<file path="config.mk">
export PLATFORM = sky130hd
export DESIGN_NAME = dly_sweep_tuner
export DESIGN_NICKNAME = d
export VERILOG_FILES = /design/src/rtl/dst_pkg.sv /design/src/rtl/dst_word_merge.sv /design/src/rtl/dst_window_track.sv /design/src/rtl/dst_ctrl.sv /design/src/rtl/dly_sweep_tuner.sv
export SDC_FILE = /design/constraint.sdc
export NUM_CORES = 1
export LEC_CHECK = 0
export BUFFER_PORTS_ARGS = -buffer_cell sky130_fd_sc_hd__buf_4
export CORE_UTILIZATION = 35
export DETAILED_ROUTE_END_ITERATION = 6
export SLEW_MARGIN = 5
export SYNTH_ARGS = -nofsm -noshare
export SYNTH_HDL_FRONTEND = slang
export SYNTH_SLANG_ARGS = --single-unit
</file>
<file path="constraint.sdc">
create_clock -name clk_i -period 7.3 [get_ports clk_i]
set_clock_uncertainty 0.05 [all_clocks]
set_input_delay 0.73 -clock clk_i [delete_from_list [all_inputs] [get_ports clk_i]]
set_output_delay 0.73 -clock clk_i [all_outputs]
set_load 0.01 [all_outputs]
</file>
<file path="src/rtl/dst_pkg.sv">
package dst_pkg;
  typedef enum logic [2:0] {
    ST_IDLE = 3'd0,
    ST_CLR  = 3'd1,
    ST_SET  = 3'd2,
    ST_REQ  = 3'd3,
    ST_FIN  = 3'd4,
    ST_DONE = 3'd5
  } st_e;

  typedef enum logic {
    MODE_CMD  = 1'b0,
    MODE_DATA = 1'b1
  } mode_e;
endpackage

</file>
<file path="src/rtl/dst_word_merge.sv">
module dst_word_merge #(
  parameter int WORD_W   = 32,
  parameter int CODE_W   = 8,
  parameter int CMD_LSB  = 8,
  parameter int DATA_LSB = 16
) (
  input  logic [WORD_W-1:0] word_i,
  input  logic [CODE_W-1:0] code_i,
  input  dst_pkg::mode_e    mode_i,
  output logic [WORD_W-1:0] word_o
);
  always_comb begin
    word_o = word_i;
    if (mode_i == dst_pkg::MODE_DATA) word_o[DATA_LSB +: CODE_W] = code_i;
    else                              word_o[CMD_LSB  +: CODE_W] = code_i;
  end
endmodule

</file>
<file path="src/rtl/dst_window_track.sv">
module dst_window_track #(
  parameter int CODE_W = 8
) (
  input  logic              clk_i,
  input  logic              rst_ni,
  input  logic              clear_i,
  input  logic              valid_i,
  input  logic              pass_i,
  input  logic [CODE_W-1:0] code_i,
  output logic              found_o,
  output logic [CODE_W-1:0] pick_o
);
  localparam int LEN_W = CODE_W + 1;
  localparam logic [CODE_W-1:0] LAST = {CODE_W{1'b1}};

  logic [LEN_W-1:0]  cur_len_q, best_len_q, len_sel, len_m1;
  logic [CODE_W-1:0] best_end_q, end_sel;

  always_ff @(posedge clk_i or negedge rst_ni) begin
    if (!rst_ni) begin
      cur_len_q  <= '0;
      best_len_q <= '0;
      best_end_q <= '0;
    end else if (clear_i) begin
      cur_len_q  <= '0;
      best_len_q <= '0;
      best_end_q <= '0;
    end else if (valid_i) begin
      if (pass_i) begin
        cur_len_q <= cur_len_q + LEN_W'(1);
      end else begin
        // strict compare keeps the earlier run on ties
        if (cur_len_q > best_len_q) begin
          best_len_q <= cur_len_q;
          best_end_q <= code_i - CODE_W'(1);
        end
        cur_len_q <= '0;
      end
    end
  end

  // close a run still open at the last code
  always_comb begin
    if (cur_len_q > best_len_q) begin
      len_sel = cur_len_q;
      end_sel = LAST;
    end else begin
      len_sel = best_len_q;
      end_sel = best_end_q;
    end
    len_m1  = len_sel - LEN_W'(1);
    found_o = (len_sel != '0);
    pick_o  = end_sel - CODE_W'(len_m1 >> 1);
  end
endmodule

</file>
<file path="src/rtl/dst_ctrl.sv">
module dst_ctrl #(
  parameter int CODE_W = 8
) (
  input  logic              clk_i,
  input  logic              rst_ni,
  input  logic              start_i,
  input  logic              ack_i,
  output dst_pkg::st_e      st_o,
  output logic [CODE_W-1:0] code_o,
  output logic              load_o,
  output logic              set_o,
  output logic              take_o,
  output logic              fin_o
);
  import dst_pkg::*;

  st_e               st_q, st_d;
  logic [CODE_W-1:0] cnt_q;
  logic              last;

  assign last   = &cnt_q;
  assign load_o = (st_q == ST_IDLE) && start_i;
  assign set_o  = (st_q == ST_SET);
  assign take_o = (st_q == ST_REQ) && ack_i;
  assign fin_o  = (st_q == ST_FIN);
  assign st_o   = st_q;
  assign code_o = cnt_q;

  always_comb begin
    st_d = st_q;
    unique case (st_q)
      ST_IDLE: if (start_i) st_d = ST_CLR;
      ST_CLR:  st_d = ST_SET;
      ST_SET:  st_d = ST_REQ;
      ST_REQ:  if (ack_i) st_d = last ? ST_FIN : ST_SET;
      ST_FIN:  st_d = ST_DONE;
      ST_DONE: st_d = ST_IDLE;
      default: st_d = ST_IDLE;
    endcase
  end

  always_ff @(posedge clk_i or negedge rst_ni) begin
    if (!rst_ni) begin
      st_q  <= ST_IDLE;
      cnt_q <= '0;
    end else begin
      st_q <= st_d;
      if (load_o)               cnt_q <= '0;
      else if (take_o && !last) cnt_q <= cnt_q + CODE_W'(1);
    end
  end
endmodule

</file>
<file path="src/rtl/dly_sweep_tuner.sv">
module dly_sweep_tuner #(
  parameter int WORD_W   = 32,
  parameter int CODE_W   = 8,
  parameter int CMD_LSB  = 8,
  parameter int DATA_LSB = 16,
  parameter int CPST_LSB = 24,
  parameter int CPST_W   = 4
) (
  input  logic              clk_i,
  input  logic              rst_ni,
  input  logic              start_i,
  input  logic              mode_i,
  input  logic [WORD_W-1:0] base_word_i,
  input  logic [WORD_W-1:0] dll_cfg_i,
  output logic              probe_req_o,
  input  logic              probe_ack_i,
  input  logic              probe_pass_i,
  output logic [WORD_W-1:0] dly_word_o,
  output logic [WORD_W-1:0] dll_cfg_o,
  output logic              busy_o,
  output logic              done_o,
  output logic              err_o
);
  import dst_pkg::*;

  st_e               st;
  logic [CODE_W-1:0] code, pick;
  logic              load, set, take, fin, found;
  mode_e             mode_q;
  logic [WORD_W-1:0] base_q, word_q, cfg_q, cfg_clr, word_sweep, word_pick;
  logic              err_q;

  dst_ctrl #(.CODE_W(CODE_W)) i_ctrl (
    .clk_i  (clk_i),
    .rst_ni (rst_ni),
    .start_i(start_i),
    .ack_i  (probe_ack_i),
    .st_o   (st),
    .code_o (code),
    .load_o (load),
    .set_o  (set),
    .take_o (take),
    .fin_o  (fin)
  );

  dst_window_track #(.CODE_W(CODE_W)) i_track (
    .clk_i  (clk_i),
    .rst_ni (rst_ni),
    .clear_i(load),
    .valid_i(take),
    .pass_i (probe_pass_i),
    .code_i (code),
    .found_o(found),
    .pick_o (pick)
  );

  dst_word_merge #(
    .WORD_W(WORD_W), .CODE_W(CODE_W), .CMD_LSB(CMD_LSB), .DATA_LSB(DATA_LSB)
  ) i_merge_sweep (
    .word_i(base_q), .code_i(code), .mode_i(mode_q), .word_o(word_sweep)
  );

  dst_word_merge #(
    .WORD_W(WORD_W), .CODE_W(CODE_W), .CMD_LSB(CMD_LSB), .DATA_LSB(DATA_LSB)
  ) i_merge_pick (
    .word_i(base_q), .code_i(pick), .mode_i(mode_q), .word_o(word_pick)
  );

  always_comb begin
    cfg_clr = dll_cfg_i;
    cfg_clr[CPST_LSB +: CPST_W] = '0;
  end

  always_ff @(posedge clk_i or negedge rst_ni) begin
    if (!rst_ni) begin
      mode_q <= MODE_CMD;
      base_q <= '0;
      word_q <= '0;
      cfg_q  <= '0;
      err_q  <= 1'b0;
    end else if (load) begin
      mode_q <= mode_e'(mode_i);
      base_q <= base_word_i;
      word_q <= base_word_i;
      cfg_q  <= cfg_clr;
      err_q  <= 1'b0;
    end else if (set) begin
      word_q <= word_sweep;
    end else if (fin) begin
      word_q <= found ? word_pick : base_q;
      err_q  <= !found;
    end
  end

  assign probe_req_o = (st == ST_REQ);
  assign busy_o      = (st != ST_IDLE) && (st != ST_DONE);
  assign done_o      = (st == ST_DONE);
  assign err_o       = err_q;
  assign dly_word_o  = word_q;
  assign dll_cfg_o   = cfg_q;
endmodule

</file>
=== Word-level counts from Yosys, hierarchy flattened ===
Index checks and enable logic that the tools add are counted.

* $add $sub $neg: 5
* $mul: 0
* Divide/modulo/power cells: 0
* $lt $le $gt $ge: 1
* Equal/unequal tests: 10
* Shifts and indexed selects: 0
* Muxes and demuxes: 29
* Bitwise logic cells: 0
* Reduce and logical (&&, ||, !) cells: 19

{| class="wikitable"
|+ Operators with widths
! kind !! count
|-
| $mux 32 || 3
|-
| $mux 8 || 11
|-
| $mux 9 || 7
|-
| $mux 24 || 1
|-
| $pmux 3 s5 || 1
|-
| $add 9x1->9 const B || 1
|-
| $gt 9x9->1 || 1
|-
| $mux 3 || 3
|-
| $reduce_bool 9->1 || 1
|-
| $sub 9x1->9 const B || 1
|-
| $add 8x1->8 const B || 1
|-
| $reduce_and 8->1 || 1
|-
| $reduce_bool 2->1 || 4
|-
| $sub 8x1->8 const B || 1
|-
| $sub 8x8->8 || 1
|-
| $eq 3x2->1 const B || 2
|-
| $eq 3x3->1 const B || 2
|-
| $ne 2x1->1 const B || 3
|-
| $reduce_and 2->1 || 3
|-
| $reduce_bool 3->1 || 2
|-
| $logic_and 1x1->1 || 4
|-
| $eq 3x1->1 const B || 1
|-
| $logic_not 3->1 || 1
|-
| $mux 1 || 3
|-
| other kinds (4) || 5
|}

* Register bits: 131
* Latch bits: 0
* Memory bits (writable): 0
* Memory bits (read-only): 0
* Bits of input ports: 70
* Output and inout bits: 68
* Logic and storage cells: 74
* Memories: 0

=== Longest topological paths before layout ===
Gate-level depths: netlist of the first run.

* Word-level depth: 9
* Gate-level depth with buffers: 19
* Depth with buffers taken out: 18

=== Cells and area by module ===
A second synthesis of the first run with hierarchy kept.

* Cell total of the unflattened synthesis: 801
* Area total of the unflattened synthesis: 8015.2 sq um

{| class="wikitable"
|+ By module, submodules not included
! module !! instances !! cells each !! area each (sq um) !! sequential area each (sq um)
|-
| dly_sweep_tuner || 1 || 427 || 4570.6 || 2352.3
|-
| dst_window_track || 1 || 251 || 2119.5 || 650.6
|-
| dst_word_merge || 2 || 34 || 369.1 || 0.0
|-
| dst_ctrl || 1 || 55 || 586.8 || 275.3
|}

=== Worst setup path before layout of the first run ===
No wires, ideal clock.

* Kind: register to register
* Start point: register i_track.cur_len_q[7]
* End point: register word_q[15], in the netlist dly_word_o[15]
* Library setup time: 96 ps
* Arrival: 4020 ps
* Data required time: 7154 ps
* Path slack: 3134 ps
* Stages on the path, launching flop included: 17
* Cell sequence: dfrtp_1 > ha_1 > nand4_1 > or3_1 > o31ai_4 > buf_2 > mux2i_1 > ha_1 > xnor2_1 > inv_1 > ha_1 > nor2b_1 > o21ai_0 > a21oi_1 > o41ai_1 > xnor3_1 > o31ai_1

* Longest elaborated chain between the ends: 9
* Elaborated cells between the ends (all ways): 11

{| class="wikitable"
|+ RTL lines
! element !! RTL line !! text
|-
| start, declared || dst_window_track.sv:16 || <nowiki>logic [LEN_W-1:0] cur_len_q, best_len_q, len_sel, len_m1;</nowiki>
|-
| start signal, assigned || dst_window_track.sv:30 || <nowiki>cur_len_q <= cur_len_q + LEN_W'(1);</nowiki>
|-
| $gt 9x9->1 || dst_window_track.sv:44 || <nowiki>if (cur_len_q > best_len_q) begin</nowiki>
|-
| $mux 9 || - ||
|-
| $sub 9x1->9 || dst_window_track.sv:51 || <nowiki>len_m1 = len_sel - LEN_W'(1);</nowiki>
|-
| $sub 8x8->8 || dst_window_track.sv:53 || <nowiki>pick_o = end_sel - CODE_W'(len_m1 >> 1);</nowiki>
|-
| $mux 8 || dst_word_merge.sv:14 || <nowiki>if (mode_i == dst_pkg::MODE_DATA) word_o[DATA_LSB +: CODE_W] = code_i;</nowiki>
|-
| $mux 24 (*) || dly_sweep_tuner.sv:90 || <nowiki>word_q <= found ? word_pick : base_q;</nowiki>
|-
| $mux 32 (*) || dly_sweep_tuner.sv:89 || <nowiki>end else if (fin) begin</nowiki>
|-
| $mux 32 (*) || dly_sweep_tuner.sv:87 || <nowiki>end else if (set) begin</nowiki>
|-
| $mux 32 (*) || dly_sweep_tuner.sv:81 || <nowiki>end else if (load) begin</nowiki>
|-
| end signal, assigned || dly_sweep_tuner.sv:84 || <nowiki>word_q <= base_word_i;</nowiki>
|-
| end signal, assigned || dly_sweep_tuner.sv:88 || <nowiki>word_q <= word_sweep;</nowiki>
|-
| end signal, assigned || dly_sweep_tuner.sv:90 ||
|-
| end, declared || dly_sweep_tuner.sv:30 || <nowiki>logic [WORD_W-1:0] base_q, word_q, cfg_q, cfg_clr, word_sweep, word_pick;</nowiki>
|}

Every way passes the cells marked *; elsewhere a longest branch is shown, timed or not. The select of a mux whose other input is x is not followed.
A chain may end at the register's enable or synchronous reset.

=== Final worst setup path of the first run ===
* Start point: register i_track.cur_len_q[5]
* End point: register word_q[23], in the netlist dly_word_o[23]

The elaborated chain is that of the path after synthesis.

==> results.toml, run 1 <==
[floorplanning]
fp.dieH_um = 142
dieArea_um2 = 20200
io_pins = 138
initial_utilization_pct = 36.2
fp.coreArea_um2 = 19000
die_w_um = 142
num_rows = 50

[yosys]
avgSynthCellArea_um2 = 9.07
synth_area_leaders = "dfrtp_1 (48%), nand2_1 (12%), mux2_2 (4.3%)"
synth_edf_count = 0
netlist_area_um2 = 6870
seq_area_frac_synth_pct = 47.7
synth_most_common_cell = "nand2_1"
synth_common_cells = "nand2_1 (217), dfrtp_1 (131), nor2_1 (56), clkbuf_1 (40), o21ai_0 (29)"
async_flop_share_pct = 100
ys.flop_type = "dfrtp_1"
ys_ff_latch = 131
syn-instance-count = 757
yosysTopAreaCell = "dfrtp_1"
synth_top_area_share_pct = 47.7
ys_warn_count = 0
yosysUniqueCellTypes = 52

[clock_tree]
htree_levels = 4
cts_root_buf = "clkbuf_16"
clk_pin_slew_ns = 0.06
clk_path_buf_depth = 2
cts_setup_buffers = 0
cts_tree = "built"
cts_buffers = 17
hold_buffers = 0
cts.sinks = 131
worstSkewPairLatency_ns = 0.43
cts_repair_resize_count = 0

[drt]
vias_per_cell = 4.85
drtIter0Drc = 359
wl_mm = 16.7
ant_nets = 0
dr.pass1.iters = 4
route.vias.total = 5518
post-route-drc-count = 0
wl_per_cell_um = 14.7

[setup_path]
worstPathArrival_ns = 5.04
path_class = "register to register"
crit_path_max_incr_delay_ns = 0.51
worstPathMaxFanout = 26
startpoint_type = "register"
cp_slowest_cell = "dfrtp_1"
required_ns = 7.57
crit_path_end_kind = "register"
crit_path_frequent_cell = "ha_1"
crit_chain = "ha_1 -> nand4_1 -> or3_1 -> o31ai_4 -> buf_4 -> mux2i_1 -> ha_1 -> xnor2_1 -> inv_1 -> ha_1 -> nor2b_1 -> o21ai_0 -> a21oi_1 -> o41ai_1 -> xnor3_1 -> o31ai_1"

[power_and_ir_drop]
p_comb_share_pct = 43.3
seqPwrFrac_pct = 30.3
internal_power_mw = 2.23
irDropWorstVdd_mv = 0.305
p_per_area_nw_per_um2 = 403
static-leakage-power_nw = 4.33
power_frac_clock_pct = 26.4
p_sw_mw = 1.26
p_sw_share_pct = 36.2

[min_path]
hold_class = "primary input to async pin"

[sta]
fin_crit_ns = 4.77
setup_viol = 0
final_hold_viol_count = 0
post-route-period-util_pct = 65.4
slew_violations = 0
worst_slew_pin_slew_ns = 1.21
setup-tns-final_ns = 0
rsz0062_at_grt = "false"
fmax_mhz = 210
slew-limit-headroom_pct = 18.5
hold_ws_ns = 0.238

[layout]
layout.nets = 956
num-fill-cells = 1829
n_antenna_cell = 0
drive_gt1_share_pct = 23.3
areaGrowthSynthToFinish_pct = 26.1

[grt]
grt_max_degree = 71
grt_pass1_vias = 5344
antenna_found_initial = 0
global_route.overflow_total = 0
grt_pass1_wl_mm = 27.6
grt_usage_pct = 17.4

[status]
status = "finished clean"

[flow_run]
max_cap_violations = 0

[placed_design]
portBuffers = 129
place.gp.congestion = 0.812
dp_hpwl_mm = 11.1
## kinds of logic (layout without fill, tap and decap cells)
family                     after synthesis  count (layout)  share of synthesized area (%)
other                                    1               4                         0.0546
AOI/OAI and AO/OA                      104             104                           10.1
and+or+nand+nor                        345             345                           20.9
buffers and inverters                   72             189                           4.41
adders and majority gates               22              22                           4.12
muxes                                   57              57                           9.22
xor gates and xnor gates                25              25                           3.39
DFF                                    131             131                           47.7
## worst max-delay path: cells and delay by family, from the launching register on
family	cells	cell delay, ns
mux	1	0.35
compound gates	5	0.98
buf+inv	2	0.41
fa+ha+maj	3	0.93
flops	1	0.51
xor+xnor	2	0.68
simple gates	3	0.76
## stage by stage
stage	worst slack (ns)	utilization, %	power [mW]	cell area, um2	cells
2_1_floorplan	3.13	-	2.13	6880	760
3_3_place_gp	2.60	42.3	2.57	8020	1105
3_5_place_dp	2.57	42.3	2.58	8020	1105
4_1_cts	2.50	45.7	3.52	8660	1137
5_1_grt	2.21	45.7	3.75	8660	1137
6_report	2.53	45.7	3.49	8660	1137
## worst paths after layout
kind / startpoint / endpoint / slack (ns) / cells past startpoint
worst max-delay path: i_track.cur_len_q[5] / dly_word_o[23] / 2.53 / 16
worst min-delay path: rst_ni / base_q[9] / 0.24 / 1
worst max register to register: i_track.cur_len_q[5] / dly_word_o[23] / 2.53 / 16
worst min register to register: base_q[0] / base_q[0] / 0.42 / 2
max in group asynchronous: rst_ni / i_ctrl.code_o[4] / 5.64 / 2
min in group clk_i: base_q[0] / base_q[0] / 0.42 / 2
## power by group through the flow
stage               Combinational [mW]  Sequential, mW  Clock, mW
finish                            1.51            1.06      0.923
global route                      1.70            1.08      0.971
CTS                               1.53            1.06      0.940
detailed placement                1.51            1.07          0
global placement                  1.51            1.06          0
floorplan                         1.10            1.03          0
## state kept, by name, summed over array words and instances (netlist names)
signal,flops
i_track.cur_len_q,9
i_ctrl.st_o,3
dll_cfg_o,28
err_o,1
dly_word_o,32
mode_q,1
i_track.best_len_q,9
i_track.best_end_q,8
i_ctrl.code_o,8
base_q,32
## area by class of cell
type | count | area [um2] | share of cell area (%)
timing repair buffer | 136 | 1020 | 11.8
multi-input combinational | 557 | 3320 | 38.3
clock buffer | 20 | 457 | 5.28
inverter | 21 | 78.8 | 0.911
clock inverter | 12 | 178 | 2.05
tap | 260 | 325 | 3.76
sequential | 131 | 3280 | 37.9
## placed cells by master, fill, tap and decap left out, drive strengths merged, types with 6 or more instances in the layout
master    n
a22oi    12
xor2      7
nand3    22
nor2     56
nor3     16
buf     136
nand2   217
mux2     32
mux2i    25
ha       21
a21oi    10
nand2b    7
dfrtp   131
clkbuf   20
clkinv    6
o21ai    42
inv      22
xnor2    17
o31ai    11
## metal layers
metal	vias up	GRT usage, %	wire, um
met3	10	5.79	1090
li1	2757	-	-
met5	-	0	0
met2	136	26.3	7490
met4	0	4.81	108
met1	2615	23.8	8020
(Power assumes the default switching activity.)
==> run 2: changes to the inputs <==
==> constraint.sdc (replaced) <==
create_clock -name clk_i -period 4.6 [get_ports clk_i]
set_clock_uncertainty 0.05 [all_clocks]
set_input_delay 0.46 -clock clk_i [delete_from_list [all_inputs] [get_ports clk_i]]
set_output_delay 0.46 -clock clk_i [all_outputs]
set_load 0.01 [all_outputs]
==> run 2 against run 1 <==
Against the previous run:
- global-route usage grew 0.49 points
- maximum frequency is 14% higher
- first-iteration DRC count shrank 9.5%
- non-clock buffer count increased by 8
- final cell count is 0.62% higher
- sequential cell count stayed put
- register-to-register slack got worse by 2.1 ns
- combinational power grew 66%
- sequential power is 56% higher
==> results.toml, run 2 (same netlist as run 1, synthesis figures left out) <==
[grt]
grt_pass1_wl_mm = 28.2
grt_pass1_vias = 5535
grt_max_degree = 105
grt_usage_pct = 17.9
global_route.overflow_total = 0
antenna_found_initial = 0

[sta]
setup_viol = 0
final_hold_viol_count = 0
fin_crit_ns = 4.20
setup-tns-final_ns = 0
slew_violations = 0
worst_slew_pin_slew_ns = 1.17
hold_ws_ns = 0.0980
fmax_mhz = 238
rsz0062_at_grt = "false"
post-route-period-util_pct = 91.4
slew-limit-headroom_pct = 21.6

[clock_tree]
worstSkewPairLatency_ns = 0.42
cts.sinks = 131
clk_path_buf_depth = 2
cts_buffers = 17
cts_tree = "built"
clk_pin_slew_ns = 0.06
htree_levels = 4
cts_root_buf = "clkbuf_16"
cts_setup_buffers = 0

[setup_path]
cp_slowest_cell = "dfrtp_1"
crit_path_end_kind = "register"
critical_path_depth = 17
path_buf_inv = 2
path_class = "register to register"
startpoint_type = "register"
crit_path_max_incr_delay_ns = 0.47
critical-path-top-delay-family = "adder cells"
required_ns = 4.84
r2r_cells = 17
crit_chain = "ha_1 -> nand4_1 -> or3_1 -> o31ai_4 -> mux2i_1 -> buf_4 -> ha_1 -> inv_1 -> ha_1 -> fa_1 -> nor2b_1 -> o21ai_0 -> a21boi_0 -> mux2i_1 -> nand2_1 -> mux2i_1 -> o21ai_1"
worstPathMaxFanout = 8
worstPathArrival_ns = 4.45

[floorplanning]
dieArea_um2 = 20200
fp.coreArea_um2 = 19000
initial_utilization_pct = 36.2
io_pins = 138
die_w_um = 142
fp.dieH_um = 142
num_rows = 50

[drt]
wl_mm = 17.1
post-route-drc-count = 0
vias_per_cell = 4.85
ant_nets = 0
route.vias.total = 5554
wl_per_cell_um = 14.9
drtIter0Drc = 325
dr.pass1.iters = 5

[placed_design]
place.gp.congestion = 0.810
dpl.cell_count = 1113
dp_hpwl_mm = 11.5
portBuffers = 129

[layout]
fin_util_pct = 45.8
final_common_cell = "nand2_1"
num-fill-cells = 1884
n_antenna_cell = 0
drive_gt1_share_pct = 24.0
fin_cells = 1144
areaGrowthSynthToFinish_pct = 26.5
layout.nets = 964
final_cell_mix = "nand2_1 (217), buf_4 (143), dfrtp_1 (131)"

[power_and_ir_drop]
static-leakage-power_nw = 4.35
p_per_area_nw_per_um2 = 637
power_mw = 5.53
irDropWorstVdd_mv = 0.329

[status]
status = "finished clean"

[flow_run]
max_cap_violations = 0

[min_path]
hold_class = "primary input to async pin"
-- run 2: cell count changes in the layout (fill, tap and decap cells not counted), sizes merged --
cell      previous run  this run
clkinvlp             1         2
buf                136       144
clkbuf              20        18
clkinv               6         7
bufinv               4         3
-- run 2: worst paths after layout --
path	start	endpoint	slack [ns]
min	rst_ni	dly_word_o[25]	0.1
max in group asynchronous	rst_ni	base_q[16]	3.44
min reg2reg	base_q[28]	base_q[28]	0.42
max reg2reg	i_track.cur_len_q[6]	dly_word_o[22]	0.40
min in group clk_i	dll_cfg_i[16]	dll_cfg_o[16]	0.17
max	i_track.cur_len_q[6]	dly_word_o[22]	0.40
-- run 2: routing by layer --
metal	up-vias	wire length (um)	track usage, %
met5	-	0	0
met4	0	255	6.45
met3	19	1010	4.88
met2	131	7850	28.4
met1	2626	7950	23.5
li1	2778	-	-
-- run 2: layout make-up --
type	count	area, um2	share of cell area, %
Timing Repair Buffer	144	1080	12.5
Inverter	21	78.8	0.908
Multi-Input combinational cell	557	3320	38.2
Clock buffer	18	439	5.06
Tap cell	260	325	3.75
Clock inverter	13	160	1.84
Sequential cell	131	3280	37.8
-- run 2: through the flow --
step,worst slack [ns],area (um2)
6_report,0.396,8680
5_1_grt,0.0799,8680
4_1_cts,0.313,8680
3_5_place_dp,0.321,8080
3_3_place_gp,0.393,8080
2_1_floorplan,0.434,6880
-- run 2: power breakdown --
group	leakage (nW)	switching (mW)	internal, mW
combinational	2.42	1.28	1.22
clock	0.292	0.516	0.862
sequential	1.64	0.230	1.42
total	4.35	2.02	3.50
-- run 2: timing repair --
item,4_1_cts,5_1_grt
hold buffers,0,0
setup endpoints to repair,0,2
resized for setup,0,1
